==> config.mk <==
export PLATFORM = sky130hd
export DESIGN_NAME = shrot_unit
export DESIGN_NICKNAME = d
export VERILOG_FILES = /design/src/rtl/shrot_pkg.sv /design/src/rtl/shrot_datapath.sv /design/src/rtl/shrot_flags.sv /design/src/rtl/shrot_unit.sv
export SDC_FILE = /design/constraint.sdc
export NUM_CORES = 1
export LEC_CHECK = 0
export CAP_MARGIN = 20
export CORE_UTILIZATION = 45
export DETAILED_ROUTE_END_ITERATION = 8
export DONT_BUFFER_PORTS = 1
export PLACE_DENSITY_LB_ADDON = 0.1
export SYNTH_ARGS = -nofsm -noshare
export SYNTH_HDL_FRONTEND = slang
export SYNTH_HIERARCHICAL = 1
export SYNTH_SLANG_ARGS = --single-unit
==> constraint.sdc <==
create_clock -name vclk -period 1.9
set_input_delay 0.475 -clock vclk [all_inputs]
set_output_delay 0.475 -clock vclk [all_outputs]
set_load 0.03 [all_outputs]
==> src/rtl/shrot_pkg.sv <==
package shrot_pkg;
    localparam int unsigned WORD_W = 16;
    localparam int unsigned HALF_W = WORD_W / 2;

    typedef enum logic [1:0] {
        OP_PASS   = 2'b00,
        OP_SHR    = 2'b01,
        OP_ROR    = 2'b10,
        OP_BSWAP  = 2'b11
    } shrot_op_e;
endpackage

==> src/rtl/shrot_datapath.sv <==
module shrot_datapath
    import shrot_pkg::*;
#(
    parameter int unsigned W = WORD_W
) (
    input  logic [W-1:0] opnd,
    input  logic         cin,
    input  shrot_op_e    op,
    output logic [W-1:0] res,
    output logic         sout
);
    localparam int unsigned H = W / 2;

    logic [W-1:0] swapped;
    logic         top_fill;

    // Byte exchange built bit by bit: lower half moves up, upper half moves down.
    for (genvar i = 0; i < H; i++) begin : g_swap
        assign swapped[i + H] = opnd[i];
        assign swapped[i]     = opnd[i + H];
    end

    always_comb begin
        top_fill = 1'b0;
        res      = opnd;
        sout     = 1'b0;
        unique case (op)
            OP_PASS: begin
                res  = opnd;
                sout = 1'b0;
            end
            OP_SHR: begin
                top_fill = 1'b0;
                res      = {top_fill, opnd[W-1:1]};
                sout     = opnd[0];
            end
            OP_ROR: begin
                top_fill = cin;
                res      = {top_fill, opnd[W-1:1]};
                sout     = opnd[0];
            end
            OP_BSWAP: begin
                res  = swapped;
                sout = 1'b0;
            end
            default: begin
                res  = opnd;
                sout = 1'b0;
            end
        endcase
    end
endmodule

==> src/rtl/shrot_flags.sv <==
module shrot_flags #(
    parameter int unsigned W = 16
) (
    input  logic [W-1:0] bus_word,
    input  logic [W-1:0] res,
    input  logic         sout,
    input  logic         add_cout,
    input  logic         sel_adder,
    output logic         carry_next,
    output logic         sign,
    output logic         zero
);
    always_comb begin
        carry_next = sel_adder ? add_cout : sout;
        sign       = res[W-1];
        zero       = ~(|bus_word);
    end
endmodule

==> src/rtl/shrot_unit.sv <==
module shrot_unit
    import shrot_pkg::*;
(
    input  logic [15:0] operand_i,
    input  logic        carry_flag_i,
    input  logic [1:0]  op_i,
    input  logic        adder_cout_i,
    input  logic        carry_sel_i,
    input  logic [15:0] bus_word_i,
    output logic [15:0] result_o,
    output logic        shift_out_o,
    output logic        carry_next_o,
    output logic        sign_o,
    output logic        zero_o
);
    shrot_op_e op_dec;
    assign op_dec = shrot_op_e'(op_i);

    shrot_datapath #(.W(WORD_W)) u_dp (
        .opnd (operand_i),
        .cin  (carry_flag_i),
        .op   (op_dec),
        .res  (result_o),
        .sout (shift_out_o)
    );

    shrot_flags #(.W(WORD_W)) u_fl (
        .bus_word   (bus_word_i),
        .res        (result_o),
        .sout       (shift_out_o),
        .add_cout   (adder_cout_i),
        .sel_adder  (carry_sel_i),
        .carry_next (carry_next_o),
        .sign       (sign_o),
        .zero       (zero_o)
    );
endmodule

==> metrics.yaml <==
place_congestion: 0.7369
hold_violations: 0
ios: 57
worstHoldPathType: "in -> out"
synthMuxAreaShare_pct: 1.807
synth_commonest_cells: "a21oi_2 (23), o21ai_0 (16), and2b_1 (11), a21oi_1 (7)"
cp.arrival_ns: 1.36
synth_compound_area_share_pct: 52.01
portBuffers: 0
powerDensity_nw_per_um2: 357.0
vias: 657
netlist_area_sq_um: 623.1
synth_xor_area_share_pct: 0
grt_max_degree: 33
hold_start: "adder_cout_i"
fp.dieArea_sq_um: 1537
ff_latch_area_sq_um: 0
synth_simple_gate_area_share_pct: 24.30
ys_warn_count: 6
final_nets: 140
drv_slew: 0
synthTopCellsByArea: "a21oi_2 (32%), and2b_1 (13%), o21ai_0 (13%)"
worstSetupEndpointType: "output pin"
yosysTopAreaCell: "a21oi_2"
dpl.hpwl_um: 1232
cp-start-kind: "input pin"
ir_drop_mv: 0.1928
wire_per_inst_um: 13.49
syn_nets: 125
grt_pass1_wl_um: 2118
grt_use_total_pct: 18.58
maxCapViolations: 0
crit_fanout: 32
period_share_pct: 96.75
clockBufferCount: 0
min_path_cells: 1
overflow: 0
antenna_found_initial: 0
drive_gt1_share_pct: 51.55
yosysTopAreaCellShare_pct: 32.33
synth.avg_cell_area_sq_um: 7.418
rsz0062_at_grt: "false"
whs_endpoint: "carry_next_o"
cp.required_ns: 1.42
wl_met1_um: 605
critical_path_class: "in -> out"
fmax_mhz: 544.0
die_w_um: 39.21
layout_min_cycle_time_ns: 1.838
first_global_vias: 555
yosysSeqAreaShare_pct: 0
setup_tns_ns: 0
dr.pass1.iters: 2
synthAdderAreaFrac_pct: 8.032
core_sq_um: 1301
timing.hold.ws_ns: 1.180
synth_cell_type_count: 16
cts_setup_buffers: 0
finalSetupViolCount: 0
routed.top_layer: "met3"
num_antenna_cells: 0
post-synth-top-count-cell: "a21oi_2"
drt-total-wl_um: 1511
leakage_nw: 0.3095
drc: 0
status: "finished clean"
tightest_slew_ns: 0.2995
post_drt_via_cell_ratio: 5.866
max_slew_margin_pct: 80.07
std_cell_rows: 13
start_util_pct: 47.88
synth_top_family_by_area: "compound AO/OA/AOI/OAI gates"
design.seq.count: 0
ant_nets: 0
syn-instance-count: 84
area_growth_pct: 23.49
drt_iter0_drc: 3
die_h_um: 39.21
dr_wl_met2_um: 754
detailroute.wirelength.met3_um: 151
==> timing repair <==
action                                  CTS  global route
endpoints found under the setup margin   15            15
gates resized for setup                   1             1
gates cloned                              0             0
hold buffers                              0             0
==> how the worst max path moves through the flow <==
stage	start	end	slack, ns	cells after the start
detailed placement	op_i[0]	sign_o	-0.04	5
global placement	op_i[0]	result_o[9]	-0.009	5
floorplan	op_i[0]	carry_next_o	0.03	4
finish	op_i[0]	result_o[3]	0.06	6
global route	op_i[0]	result_o[6]	0.02	6
CTS	op_i[1]	result_o[14]	0.004	5
==> routing by layer <==
layer	GRT usage [%]	vias to the layer above
li1	-	329
met3	1.156	0
met4	0.8621	0
met2	36.67	37
met1	22.30	291
met5	0	-
==> cell type report <==
cell class / count / area [sq um]
fill: 146 / 531.8
inverter: 2 / 7.507
multi-input combinational: 74 / 560.5
tap: 15 / 18.77
timing repair buffer: 21 / 182.7
==> critical path, cell delays in order <==
cell and delay (ns):
inv_1 0.04, ha_1 0.23, buf_12 0.18, and2b_1 0.17
a21oi_2 0.10, buf_4 0.17
==> per-stage QoR <==
stage | area (sq um) | utilization, % | worst slack, ns | cells | total power [W]
final | 769.5 | 59.13 | 0.06166 | 112 | 0.0002747
after global routing | 769.5 | 59.13 | 0.02321 | 112 | 0.0002917
after CTS | 767.0 | 58.94 | 0.003759 | 112 | 0.0002758
after detailed placement | 764.5 | 58.75 | -0.04011 | 112 | 0.0002747
after global placement | 764.5 | 58.75 | -0.008692 | 112 | 0.0002714
after floorplan | 641.9 | - | 0.02607 | 84 | 0.0002082
==> cell usage in the layout, fill, tap and decap left out, drive strengths merged <==
cell	netlist	routed
and2b	11	11
a21oi	30	30
nor4	4	4
nor2b	4	4
mux2	1	1
ha	4	4
o21ai	16	16
nand2	1	1
and4	1	1
and2	1	1
buf	8	21
inv	2	2
a22oi	1	1
==> kinds of logic (layout without fill, tap and decap cells) <==
| logic type | count (synthesis) | count (layout) |
|---|---|---|
| AND/OR/NAND/NOR | 22 | 22 |
| multiplexers | 1 | 1 |
| buffers and inverters | 10 | 23 |
| AO/OA/AOI/OAI | 47 | 47 |
| adder cells (fa/ha/maj) | 4 | 4 |
==> where the power goes <==
part	internal, W	switching (W)	total, W
clock network	0	0	0
registers	0	0	0
logic	0.000112	0.000163	0.000275
(Power assumes the default switching activity.)
